## src/rtl/axds_pkg.sv

```systemverilog
`timescale 1ns/1ps
package axds_pkg;

  localparam logic [1:0] RESP_OK = 2'b00;

  typedef enum logic [1:0] {
    WR_GATHER,
    WR_SEND,
    WR_WAITB,
    WR_REPLY
  } wr_state_e;

  typedef enum logic [1:0] {
    RD_IDLE,
    RD_SEND,
    RD_WAITR,
    RD_REPLY
  } rd_state_e;

  // Keep the most severe code seen so far (larger value is worse).
  function automatic logic [1:0] merge_resp(input logic [1:0] acc, input logic [1:0] nxt);
    return (nxt > acc) ? nxt : acc;
  endfunction

endpackage

```

## src/rtl/axds_slice_pick.sv

```systemverilog
`timescale 1ns/1ps
// Finds the lowest lane at or above 'from' whose live flag is set.
module axds_slice_pick #(
  parameter int LANES = 2,
  localparam int IDX_W = (LANES > 1) ? $clog2(LANES) : 1
) (
  input  logic [LANES-1:0] live,
  input  logic [IDX_W:0]   from,
  output logic             hit,
  output logic [IDX_W-1:0] pick
);

  always_comb begin
    hit  = 1'b0;
    pick = '0;
    for (int i = LANES - 1; i >= 0; i--) begin
      if (live[i] && (i >= int'(from))) begin
        hit  = 1'b1;
        pick = i[IDX_W-1:0];
      end
    end
  end

endmodule

```

## src/rtl/axds_wr_path.sv

```systemverilog
`timescale 1ns/1ps
module axds_wr_path
  import axds_pkg::*;
#(
  parameter int WIDE_DW   = 32,
  parameter int NARROW_DW = 16,
  parameter int ADDR_W    = 32
) (
  input  logic                   clk,
  input  logic                   rst_n,
  input  logic                   s_awvalid,
  output logic                   s_awready,
  input  logic [ADDR_W-1:0]      s_awaddr,
  input  logic                   s_wvalid,
  output logic                   s_wready,
  input  logic [WIDE_DW-1:0]     s_wdata,
  input  logic [WIDE_DW/8-1:0]   s_wstrb,
  output logic                   s_bvalid,
  input  logic                   s_bready,
  output logic [1:0]             s_bresp,
  output logic                   m_awvalid,
  input  logic                   m_awready,
  output logic [ADDR_W-1:0]      m_awaddr,
  output logic                   m_wvalid,
  input  logic                   m_wready,
  output logic [NARROW_DW-1:0]   m_wdata,
  output logic [NARROW_DW/8-1:0] m_wstrb,
  input  logic                   m_bvalid,
  output logic                   m_bready,
  input  logic [1:0]             m_bresp
);

  localparam int RATIO   = WIDE_DW / NARROW_DW;
  localparam int NBN     = NARROW_DW / 8;
  localparam int NBW     = WIDE_DW / 8;
  localparam int IDX_W   = (RATIO > 1) ? $clog2(RATIO) : 1;
  localparam int LANE_SH = $clog2(NBN);

  function automatic logic [ADDR_W-1:0] lane_addr(input logic [ADDR_W-1:0] base,
                                                  input logic [IDX_W-1:0]  k);
    return base + (ADDR_W'(k) << LANE_SH);
  endfunction

  function automatic logic [NARROW_DW-1:0] lane_data(input logic [WIDE_DW-1:0] d,
                                                     input logic [IDX_W-1:0]   k);
    return d[k*NARROW_DW +: NARROW_DW];
  endfunction

  function automatic logic [NBN-1:0] lane_strb(input logic [NBW-1:0]   s,
                                               input logic [IDX_W-1:0] k);
    return s[k*NBN +: NBN];
  endfunction

  wr_state_e             state_q;
  logic                  have_aw_q, have_w_q;
  logic                  aw_sent_q, w_sent_q;
  logic [ADDR_W-1:0]     addr_q;
  logic [WIDE_DW-1:0]    data_q;
  logic [NBW-1:0]        strb_q;
  logic [IDX_W-1:0]      idx_q;
  logic [1:0]            resp_q;

  logic [RATIO-1:0]      live;
  logic [IDX_W:0]        from;
  logic                  hit;
  logic [IDX_W-1:0]      pick;
  logic                  aw_fire, w_fire, lane_out;

  for (genvar g = 0; g < RATIO; g++) begin : g_live
    assign live[g] = |strb_q[g*NBN +: NBN];
  end

  assign from = (state_q == WR_GATHER) ? '0 : ({1'b0, idx_q} + (IDX_W+1)'(1));

  axds_slice_pick #(.LANES(RATIO)) u_pick (
    .live (live),
    .from (from),
    .hit  (hit),
    .pick (pick)
  );

  assign s_awready = (state_q == WR_GATHER) && !have_aw_q;
  assign s_wready  = (state_q == WR_GATHER) && !have_w_q;
  assign m_awvalid = (state_q == WR_SEND) && !aw_sent_q;
  assign m_wvalid  = (state_q == WR_SEND) && !w_sent_q;
  assign m_awaddr  = lane_addr(addr_q, idx_q);
  assign m_wdata   = lane_data(data_q, idx_q);
  assign m_wstrb   = lane_strb(strb_q, idx_q);
  assign m_bready  = (state_q == WR_WAITB);
  assign s_bvalid  = (state_q == WR_REPLY);
  assign s_bresp   = resp_q;

  assign aw_fire  = m_awvalid && m_awready;
  assign w_fire   = m_wvalid && m_wready;
  assign lane_out = (aw_sent_q || aw_fire) && (w_sent_q || w_fire);

  always_ff @(posedge clk or negedge rst_n) begin
    if (!rst_n) begin
      state_q   <= WR_GATHER;
      have_aw_q <= 1'b0;
      have_w_q  <= 1'b0;
      aw_sent_q <= 1'b0;
      w_sent_q  <= 1'b0;
      addr_q    <= '0;
      data_q    <= '0;
      strb_q    <= '0;
      idx_q     <= '0;
      resp_q    <= RESP_OK;
    end else begin
      case (state_q)
        WR_GATHER: begin
          if (s_awvalid && s_awready) begin
            addr_q    <= s_awaddr;
            have_aw_q <= 1'b1;
          end
          if (s_wvalid && s_wready) begin
            data_q   <= s_wdata;
            strb_q   <= s_wstrb;
            have_w_q <= 1'b1;
          end
          if (have_aw_q && have_w_q) begin
            if (hit) begin
              idx_q   <= pick;
              state_q <= WR_SEND;
            end else begin
              state_q <= WR_REPLY;
            end
          end
        end
        WR_SEND: begin
          if (aw_fire) aw_sent_q <= 1'b1;
          if (w_fire)  w_sent_q  <= 1'b1;
          if (lane_out) begin
            aw_sent_q <= 1'b0;
            w_sent_q  <= 1'b0;
            state_q   <= WR_WAITB;
          end
        end
        WR_WAITB: begin
          if (m_bvalid) begin
            resp_q <= merge_resp(resp_q, m_bresp);
            if (hit) begin
              idx_q   <= pick;
              state_q <= WR_SEND;
            end else begin
              state_q <= WR_REPLY;
            end
          end
        end
        WR_REPLY: begin
          if (s_bready) begin
            have_aw_q <= 1'b0;
            have_w_q  <= 1'b0;
            resp_q    <= RESP_OK;
            state_q   <= WR_GATHER;
          end
        end
        default: state_q <= WR_GATHER;
      endcase
    end
  end

endmodule

```

## src/rtl/axds_rd_path.sv

```systemverilog
`timescale 1ns/1ps
module axds_rd_path
  import axds_pkg::*;
#(
  parameter int WIDE_DW   = 32,
  parameter int NARROW_DW = 16,
  parameter int ADDR_W    = 32
) (
  input  logic                 clk,
  input  logic                 rst_n,
  input  logic                 s_arvalid,
  output logic                 s_arready,
  input  logic [ADDR_W-1:0]    s_araddr,
  output logic                 s_rvalid,
  input  logic                 s_rready,
  output logic [WIDE_DW-1:0]   s_rdata,
  output logic [1:0]           s_rresp,
  output logic                 m_arvalid,
  input  logic                 m_arready,
  output logic [ADDR_W-1:0]    m_araddr,
  input  logic                 m_rvalid,
  output logic                 m_rready,
  input  logic [NARROW_DW-1:0] m_rdata,
  input  logic [1:0]           m_rresp
);

  localparam int RATIO   = WIDE_DW / NARROW_DW;
  localparam int NBN     = NARROW_DW / 8;
  localparam int IDX_W   = (RATIO > 1) ? $clog2(RATIO) : 1;
  localparam int LANE_SH = $clog2(NBN);
  localparam logic [IDX_W-1:0] LAST = IDX_W'(RATIO - 1);

  function automatic logic [ADDR_W-1:0] lane_addr(input logic [ADDR_W-1:0] base,
                                                  input logic [IDX_W-1:0]  k);
    return base + (ADDR_W'(k) << LANE_SH);
  endfunction

  rd_state_e            state_q;
  logic [ADDR_W-1:0]    addr_q;
  logic [IDX_W-1:0]     idx_q;
  logic [WIDE_DW-1:0]   gather_q;
  logic [1:0]           resp_q;

  assign s_arready = (state_q == RD_IDLE);
  assign m_arvalid = (state_q == RD_SEND);
  assign m_araddr  = lane_addr(addr_q, idx_q);
  assign m_rready  = (state_q == RD_WAITR);
  assign s_rvalid  = (state_q == RD_REPLY);
  assign s_rdata   = gather_q;
  assign s_rresp   = resp_q;

  always_ff @(posedge clk or negedge rst_n) begin
    if (!rst_n) begin
      state_q  <= RD_IDLE;
      addr_q   <= '0;
      idx_q    <= '0;
      gather_q <= '0;
      resp_q   <= RESP_OK;
    end else begin
      case (state_q)
        RD_IDLE: begin
          if (s_arvalid) begin
            addr_q  <= s_araddr;
            idx_q   <= '0;
            state_q <= RD_SEND;
          end
        end
        RD_SEND: begin
          if (m_arready) state_q <= RD_WAITR;
        end
        RD_WAITR: begin
          if (m_rvalid) begin
            gather_q[idx_q*NARROW_DW +: NARROW_DW] <= m_rdata;
            resp_q <= merge_resp(resp_q, m_rresp);
            if (idx_q == LAST) begin
              state_q <= RD_REPLY;
            end else begin
              idx_q   <= idx_q + 1'b1;
              state_q <= RD_SEND;
            end
          end
        end
        RD_REPLY: begin
          if (s_rready) begin
            resp_q  <= RESP_OK;
            state_q <= RD_IDLE;
          end
        end
        default: state_q <= RD_IDLE;
      endcase
    end
  end

endmodule

```

## src/rtl/axil_downsizer.sv

```systemverilog
`timescale 1ns/1ps
module axil_downsizer #(
  parameter int WIDE_DW   = 32,
  parameter int NARROW_DW = 16,
  parameter int ADDR_W    = 32
) (
  input  logic                   clk,
  input  logic                   rst_n,
  input  logic                   s_awvalid,
  output logic                   s_awready,
  input  logic [ADDR_W-1:0]      s_awaddr,
  input  logic                   s_wvalid,
  output logic                   s_wready,
  input  logic [WIDE_DW-1:0]     s_wdata,
  input  logic [WIDE_DW/8-1:0]   s_wstrb,
  output logic                   s_bvalid,
  input  logic                   s_bready,
  output logic [1:0]             s_bresp,
  input  logic                   s_arvalid,
  output logic                   s_arready,
  input  logic [ADDR_W-1:0]      s_araddr,
  output logic                   s_rvalid,
  input  logic                   s_rready,
  output logic [WIDE_DW-1:0]     s_rdata,
  output logic [1:0]             s_rresp,
  output logic                   m_awvalid,
  input  logic                   m_awready,
  output logic [ADDR_W-1:0]      m_awaddr,
  output logic                   m_wvalid,
  input  logic                   m_wready,
  output logic [NARROW_DW-1:0]   m_wdata,
  output logic [NARROW_DW/8-1:0] m_wstrb,
  input  logic                   m_bvalid,
  output logic                   m_bready,
  input  logic [1:0]             m_bresp,
  output logic                   m_arvalid,
  input  logic                   m_arready,
  output logic [ADDR_W-1:0]      m_araddr,
  input  logic                   m_rvalid,
  output logic                   m_rready,
  input  logic [NARROW_DW-1:0]   m_rdata,
  input  logic [1:0]             m_rresp
);

  axds_wr_path #(
    .WIDE_DW(WIDE_DW), .NARROW_DW(NARROW_DW), .ADDR_W(ADDR_W)
  ) u_wr (
    .clk       (clk),
    .rst_n     (rst_n),
    .s_awvalid (s_awvalid),
    .s_awready (s_awready),
    .s_awaddr  (s_awaddr),
    .s_wvalid  (s_wvalid),
    .s_wready  (s_wready),
    .s_wdata   (s_wdata),
    .s_wstrb   (s_wstrb),
    .s_bvalid  (s_bvalid),
    .s_bready  (s_bready),
    .s_bresp   (s_bresp),
    .m_awvalid (m_awvalid),
    .m_awready (m_awready),
    .m_awaddr  (m_awaddr),
    .m_wvalid  (m_wvalid),
    .m_wready  (m_wready),
    .m_wdata   (m_wdata),
    .m_wstrb   (m_wstrb),
    .m_bvalid  (m_bvalid),
    .m_bready  (m_bready),
    .m_bresp   (m_bresp)
  );

  axds_rd_path #(
    .WIDE_DW(WIDE_DW), .NARROW_DW(NARROW_DW), .ADDR_W(ADDR_W)
  ) u_rd (
    .clk       (clk),
    .rst_n     (rst_n),
    .s_arvalid (s_arvalid),
    .s_arready (s_arready),
    .s_araddr  (s_araddr),
    .s_rvalid  (s_rvalid),
    .s_rready  (s_rready),
    .s_rdata   (s_rdata),
    .s_rresp   (s_rresp),
    .m_arvalid (m_arvalid),
    .m_arready (m_arready),
    .m_araddr  (m_araddr),
    .m_rvalid  (m_rvalid),
    .m_rready  (m_rready),
    .m_rdata   (m_rdata),
    .m_rresp   (m_rresp)
  );

endmodule

```

## config.mk

```make
export PLATFORM = sky130hd
export DESIGN_NAME = axil_downsizer
export DESIGN_NICKNAME = d
export VERILOG_FILES = /design/src/rtl/axds_pkg.sv /design/src/rtl/axds_slice_pick.sv /design/src/rtl/axds_wr_path.sv /design/src/rtl/axds_rd_path.sv /design/src/rtl/axil_downsizer.sv
export SDC_FILE = /design/constraint.sdc
export NUM_CORES = 1
export LEC_CHECK = 0
export BUFFER_PORTS_ARGS = -buffer_cell sky130_fd_sc_hd__buf_2
export CORE_MARGIN = 2
export CORE_UTILIZATION = 41
export CTS_CLUSTER_DIAMETER = 80
export DETAILED_ROUTE_END_ITERATION = 6
export HOLD_SLACK_MARGIN = 0.02
export PLACE_DENSITY_LB_ADDON = 0.25
export SLEW_MARGIN = 15
export SYNTH_ARGS = -nofsm -noshare
export SYNTH_HDL_FRONTEND = slang
export SYNTH_SLANG_ARGS = --single-unit
```

## constraint.sdc

```tcl
create_clock -name clk -period 2.5 [get_ports clk]
set_input_delay 0.125 -clock clk [delete_from_list [all_inputs] [get_ports clk]]
set_output_delay 0.125 -clock clk [all_outputs]
set_load 0.05 [all_outputs]
```

==> summary.md, run 1 <==
| Metric | Value |
|---|---|
| Worst setup EP type | `primary output` |
| IO Port Bufs | `259` |
| Worst hold path cell count | `3` |
| ANT nets after route | `0` |
| GRT overflow | `0` |
| Dpl cells | `1046` |
| Routed via count | `5916` |
| Via-to-Cell Ratio | `4.91` |
| Slew Limit Fails | `0` |
| CTS tree | `done` |
| Hold Vio Cnt, Final | `0` |
| RePlAce Congestion | `0.845` |
| Worst setup SP type | `register` |
| Period utilization | `0.966` |
| Slew HR | `0.549` |
| Area Growth Syn to Fin | `51.8%` |
| Max stage delay on crit path | `610 ps` |
| Static Leak | `0.00510 uW` |
| Slowest cell on crit path | `or4_4` |
| Final net count | `1111` |
| Initial antenna violation count | `0` |
| # rows | `48` |
| EDFF count, synth | `0` |
| Synth Flop Type | `dfrtp_1` |
| I/O pins | `260` |
| Largest net degree at the start of global routing | `70` |
| Clock share of power | `0.152` |
| Sw Pwr | `7960 uW` |
| Avg Cell Area, Syn | `12.4 um^2` |
| Ys async rst share | `1.00` |
| Post-Syn Area | `7150 um^2` |
| Tot GR Track Use | `0.204` |
| First-pass GRT wire length | `29.6 mm` |
| Synth warnings | `0` |
| Worst skew pair latency | `410 ps` |
| Setup Viol. Count Final | `0` |
| Die ar. | `18500 um^2` |
| Combinational fraction of design power | `0.555` |
| Crit path time final | `2410 ps` |
| Hold Path Sink | `u_wr.have_aw_q` |
| Post-synth top area cell | `dfrtp_1` |
| CP Cell Sequence | `nand3_1 > or4_4 > nor4b_4 > xor2_1 > buf_4` |
| Crit Path Max Fanout | `5` |
| Flop2flop setup slack | `670 ps` |
| Count of cell types in the netlist | `43` |
| HP Class | `in2reg` |
| Core area | `17200 um^2` |
| Final Non-Filler Cells | `1206` |
| Measured slew at the worst slew-check pin | `676 ps` |
| Syn Inst Count | `574` |
| Ant. Diodes | `0` |
| WS Path Type | `reg2out` |
| Max Fclk | `0.414 GHz` |
| RR Startpoint | `u_wr.state_q[0]` |
| Place WS | `258 ps` |
| CP Data Required Time | `2380 ps` |
| Most frequent cell after synthesis | `mux2_2` |
| Max Cap Viol | `0` |
| PwrDens | `1470 nW/um^2` |
| Starting Density | `0.416` |
| Root buf cell | `clkbuf_16` |
| TritonRoute pass-1 iters | `4` |
| Status | `completed` |
| Die Ht | `136 um` |
| Arr. time, crit path | `2290 ps` |
| Sequential cell area fraction in the yosys report | `0.511` |
| Dpl hpwl | `13.1 mm` |
| Int Power | `7960 uW` |
| HP Start | `s_bready` |
| Reg power frac | `0.293` |
| Sink Count | `146` |
| Drt total wl | `19.4 mm` |
| 1st-iter DRT viols | `235` |
| Yosys top cell area share | `0.511` |
| Max Root-Sink Buffers | `2` |
| Routed length per instance | `16.1 um` |
| R2r endpoint | `u_wr.addr_q[10]` |
| Pwr Total | `15900 uW` |
| Post-route setup slack | `86.1 ps` |
| Synth top area cells | `dfrtp_1 51%, mux2_2 23%, xnor2_1 4.7%` |
| Synthesized Nets | `714` |
| Cells on worst reg2reg path | `4` |
| Worst Skew | `12.7 ps` |
| Clock transition at path regs | `60 ps` |
| CTS H-tree lvls | `4` |
| Total CTS buffers | `17` |
| Hold_ws | `66.4 ps` |
| Top post-synthesis cells by count | `147 x mux2_2, 146 x dfrtp_1, 38 x xnor2_1, 31 x nand2_1, 25 x nand3_1` |
| Layout cells sized above 1 | `0.501` |
| VDD IR max | `1240 uV` |
| Post-route DRC | `0` |
| Die X | `136 um` |
| Seq cells post-synth | `146` |
| Vias in the first global route | `5994` |
| Sw Ratio | `0.500` |
through the flow:
stage	utilization	instance area (um^2)	TNS, ps
global route	0.631	10800	-37.7
floorplan	-	7220	0
CTS	0.622	10700	-6.29
finish	0.631	10800	0
detailed placement	0.513	8810	0
global placement	0.513	8810	0
cell type report:
| cell class | count | area [um^2] |
|---|---|---|
| well taps | 225 | 282 |
| multi-input cells | 390 | 3520 |
| repair buffers | 402 | 2780 |
| inverters | 14 | 52.6 |
| fillers | 1324 | 6330 |
| clock buffers | 19 | 443 |
| flip-flops and latches | 146 | 3660 |
| clock inverters | 10 | 114 |
logic make-up after synthesis:
kind of cell    after synthesis  share of synthesized area
compound gates               27                     0.0224
xor+xnor                     58                     0.0711
fa+ha+maj                     8                     0.0140
buf+inv                      39                     0.0249
flops                       146                      0.511
mux                         151                      0.237
simple gates                145                      0.119
cells in the final DEF, fill, tap and decap left out, drive strengths merged, types with 2 or more instances in the layout:
cell         Yosys  routed
clkbuf           9      21
nor4b            2       2
or2              2       2
ha               8       8
clkinv           0       7
nand3           25      25
nand4           14      14
mux2i            3       3
and3            10      10
a21o             3       3
nor4             9       9
nor2            20      20
bufinv           0       2
buf             16     275
xnor2           38      38
o21ai           10      10
a21oi            8       8
dlygate4sd3      0     125
nor2b            7       7
or4              2       3
nand2           31      31
inv             14      14
and2             7       7
dfrtp          146     146
nor3             6       6
and4             5       5
nand4b           2       2
xor2            20      20
mux2           148     148
power groups by stage:
stage,clock [uW],sequential (uW),combinational (uW)
6_report,2420,4660,8840
5_1_grt,2580,4830,9260
4_1_cts,2490,4600,8730
3_5_place_dp,0,4630,8440
3_3_place_gp,0,4590,8380
2_1_floorplan,0,5330,5820
per-layer routing:
| layer | wire (um) | vias to the layer above | share of wire | track usage |
|---|---|---|---|---|
| met3 | 923 | 28 | 0.048 | 0.0440 |
| met1 | 8210 | 2882 | 0.42 | 0.253 |
| met5 | 0 | - | 0 | 0 |
| met4 | 389 | 0 | 0.020 | 0.0793 |
| met2 | 9850 | 188 | 0.51 | 0.346 |
| li1 | - | 2818 | - | - |
sequential cells by signal (all words and copies together) (netlist names):
register and cells:
u_wr.addr_q 32, u_wr.have_aw_q 1, u_wr.s_bresp 2, u_wr.strb_q 4, u_wr.data_q 32, u_wr.idx_q 1
u_rd.addr_q 32, u_rd.s_rdata 32, u_wr.have_w_q 1, u_rd.s_rresp 2, u_rd.state_q 2, u_wr.aw_sent_q 1
u_wr.w_sent_q 1, u_rd.idx_q 1, u_wr.state_q 2
worst max-delay path: cells and delay by family, from the launching register on:
family / cells / cell delay, ps
buffers and inverters: 1 / 220
XOR/XNOR: 1 / 170
flip-flops: 1 / 400
AND/OR/NAND/NOR: 3 / 1090
what timing repair did:
action | CTS | global route
resized for setup | 18 | 27
setup endpoints to repair | 26 | 26
cloned | 0 | 1
hold buffers | 125 | 0
buffers inserted | 2 | 3
endpoints found under the hold margin | 203 | 0
pin swaps | 1 | 8
worst max path at each step:
stage          slack [ps]            to             from  cells past startpoint
3_5_place_dp          260  m_awaddr[31]   u_wr.addr_q[1]                      7
2_1_floorplan          10  m_awaddr[27]       u_wr.idx_q                      7
5_1_grt               -20  m_awaddr[27]  u_wr.addr_q[19]                      5
6_report               90  m_awaddr[27]  u_wr.addr_q[19]                      5
4_1_cts                -6  m_awaddr[31]       u_wr.idx_q                      7
3_3_place_gp          350  m_araddr[30]       u_rd.idx_q                      6
(Power assumes the default switching activity.)
==> run 2, diff against run 1 <==
Settings changed: SYNTH_HIERARCHICAL set to 1.
==> summary.md, run 2 <==
| Metric | Value |
|---|---|
| Post-synth top area cell | `dfrtp_1` |
| Arr. time, crit path | `2340 ps (+50 ps)` |
| Placed instance area | `8870 um^2 (+0.68%)` |
| Measured slew at the worst slew-check pin | `638 ps (-38.6 ps)` |
| Hold Vio Cnt, Final | `0 (unchanged)` |
| Routed length per instance | `15.5 um (-3.5%)` |
| Dpl cells | `1062 (+1.5%)` |
| Top post-synthesis cells by count | `146 x dfrtp_1, 107 x mux2_2, 38 x mux2_1, 37 x nand2_1, 33 x xnor2_1` |
| Post-Syn Area | `7240 um^2 (+1.3%)` |
| Dpl hpwl | `12.7 mm (-3.1%)` |
| Final Non-Filler Cells | `1227 (+1.7%)` |
| Sink Count | `146 (unchanged)` |
| Worst skew pair latency | `420 ps (about the same)` |
| Yosys top cell area share | `0.505 (-0.00654)` |
| CTS H-tree lvls | `4 (unchanged)` |
| Sequential cell area fraction in the yosys report | `0.505 (-0.00654)` |
| Tot GR Track Use | `0.202 (-0.00176)` |
| CP Data Required Time | `2380 ps (about the same)` |
| WS Path Type | `reg2out` |
| Flop2flop setup slack | `750 ps (+80 ps)` |
| TNS Setup | `0 ps (unchanged)` |
| ANT nets after route | `0 (unchanged)` |
| Root buf cell | `clkbuf_16` |
| Slew Limit Fails | `0 (unchanged)` |
| First-pass GRT wire length | `29.8 mm (+0.96%)` |
| Final net count | `1127 (+1.4%)` |
| 1st-iter DRT viols | `288 (+23%)` |
| Initial antenna violation count | `2 (+2)` |
| Starting Density | `0.418 (+0.00246)` |
| RR Startpoint | `u_wr/state_q[0]` |
| Seq cells post-synth | `146 (unchanged)` |
| Most common cell after layout, fill and taps aside | `buf_2` |
| Max Cap Viol | `0 (unchanged)` |
| Period utilization | `0.987 (+0.0214)` |
| EDFF count, synth | `0 (unchanged)` |
| Cells on worst reg2reg path | `6 (+2)` |
| Ys async rst share | `1.00 (unchanged)` |
| Crit Path Max Fanout | `5 (unchanged)` |
| Area Growth Syn to Fin | `52.2%` |
| Worst setup SP type | `register` |
| HP Start | `s_rready` |
| Status | `completed` |
| Setup Viol. Count Final | `0 (unchanged)` |
| Die ar. | `18700 um^2 (+1.3%)` |
| Synth warnings | `6 (+6)` |
| Core area | `17300 um^2 (+0.70%)` |
| Post-route DRC | `0 (unchanged)` |
| Via-to-Cell Ratio | `4.90 (-0.18%)` |
| Avg Cell Area, Syn | `12.3 um^2 (-1.3%)` |
| Worst hold path cell count | `4 (+1)` |
| Worst setup EP type | `primary output` |
| RePlAce Congestion | `0.805 (-4.7%)` |
| VDD IR max | `1310 uV (+5.7%)` |
| Synth Flop Type | `dfrtp_1` |
| Final Cell Area | `11000 um^2 (+1.6%)` |
| Count of cell types in the netlist | `49 (+14%)` |
| Pwr Total | `16400 uW (+2.8%)` |
| GRT overflow | `0 (unchanged)` |
| Clock transition at path regs | `60 ps (about the same)` |
| Synth top area cells | `dfrtp_1 50%, mux2_2 17%, mux2_1 5.9%` |
| I/O pins | `260 (unchanged)` |
| Synthesized Nets | `729 (+2.1%)` |
| Max Root-Sink Buffers | `2 (unchanged)` |
| HP Class | `in2reg` |
| Slew HR | `0.575 (+0.0257)` |
| Routed via count | `6008 (+1.6%)` |
| Hold Path Sink | `u_rd/s_rresp[0]` |
| Worst Skew | `9.95 ps (-2.74 ps)` |
| R2r endpoint | `u_wr/idx_q` |
| Largest net degree at the start of global routing | `68 (-2.9%)` |
| Crit path time final | `2470 ps (+53.6 ps)` |
| RSZ-0062 raised after global routing | `true` |
| CTS tree | `done` |
| TritonRoute pass-1 iters | `4 (unchanged)` |
| Die X | `137 um (+0.63%)` |
| IO Port Bufs | `259 (unchanged)` |
| Syn Inst Count | `589 (+2.6%)` |
| PwrDens | `1480 nW/um^2 (+1.2%)` |
| Static Leak | `0.00511 uW (+0.30%)` |
| Layout cells sized above 1 | `0.463 (-0.0375)` |
| Max Fclk | `0.405 GHz (-2.2%)` |
| Drt total wl | `19.0 mm (-1.8%)` |
| # rows | `48 (unchanged)` |
| Commonest cells after routing, fill and taps aside | `232 x buf_2, 146 x dfrtp_1, 125 x dlygate4sd3_1, 107 x mux2_2, 38 x mux2_1` |
| Total CTS buffers | `17 (unchanged)` |
| Most frequent cell after synthesis | `dfrtp_1` |
| Vias in the first global route | `6046 (+0.87%)` |
| Die Ht | `137 um (+0.63%)` |
## run 2: power breakdown
group          internal (uW)  leakage [uW]  switching (uW)
registers               3560       0.00175            1170
logic                   3000       0.00307            6060
clock network           1450      0.000294            1120
## run 2: logic make-up (layout without fill, tap and decap cells)
group                    after synthesis  after routing  share of synthesized area
other                                  0              2                          0
XOR/XNOR                              58             58                     0.0702
buffers and inverters                 39            450                     0.0266
adder cells (fa/ha/maj)                8              8                     0.0138
multiplexers                         148            148                      0.230
AND/OR/NAND/NOR                      163            163                      0.132
AO/OA/AOI/OAI                         27             27                     0.0233
flip-flops                           146            146                      0.505
## run 2: area by class of cell
class / instances / area (um^2)
inverters: 15 / 56.3
flip-flops and latches: 146 / 3650
clock buffers: 18 / 439
diodes: 2 / 5.00
clock inverters: 14 / 163
well taps: 225 / 282
multi-input cells: 404 / 3600
repair buffers: 403 / 2810
fillers: 1326 / 6280
## run 2: worst max-delay path by stage
stage	start	endpoint	slack, ps
after CTS	u_wr/idx_q	m_awaddr[28]	-30
after global routing	u_rd/addr_q[1]	m_araddr[31]	-80
final	u_rd/addr_q[1]	m_araddr[21]	30
after detailed placement	u_rd/idx_q	m_araddr[21]	150
after floorplan	u_rd/state_q[0]	u_rd/s_rdata[0]	20
after global placement	u_rd/idx_q	m_araddr[31]	210
## run 2: routing by layer
layer	vias to the layer above	GRT usage	wire length, um	part of all wire
met5	-	0	0	0
met4	0	0.0619	253	0.013
met3	16	0.0567	1130	0.060
met2	170	0.349	9660	0.51
met1	2942	0.244	7970	0.42
li1	2880	-	-	-
## run 2: per-stage QoR
step,worst slack (ps),hold WS [ps],util
floorplan,23.8,-171,-
global placement,206,176,0.513
detailed placement,151,180,0.513
CTS,-34.9,24.7,0.627
global route,-80.3,70.4,0.637
finish,32.5,37.9,0.637
## run 2: critical path, cell delays in order (launching register included)
cell     delay (ps)
dfrtp_1         410
ha_4            180
ha_4            140
nand4_4         110
or4_4           520
nor3_4          230
xor2_2          160
buf_6           170
## run 2: timing repair
action,4_1_cts,5_1_grt
endpoints found under the hold margin,204,0
setup buffers,4,2
setup endpoints to repair,25,37
pin swaps,4,9
gates resized for setup,28,39
hold buffers,125,0
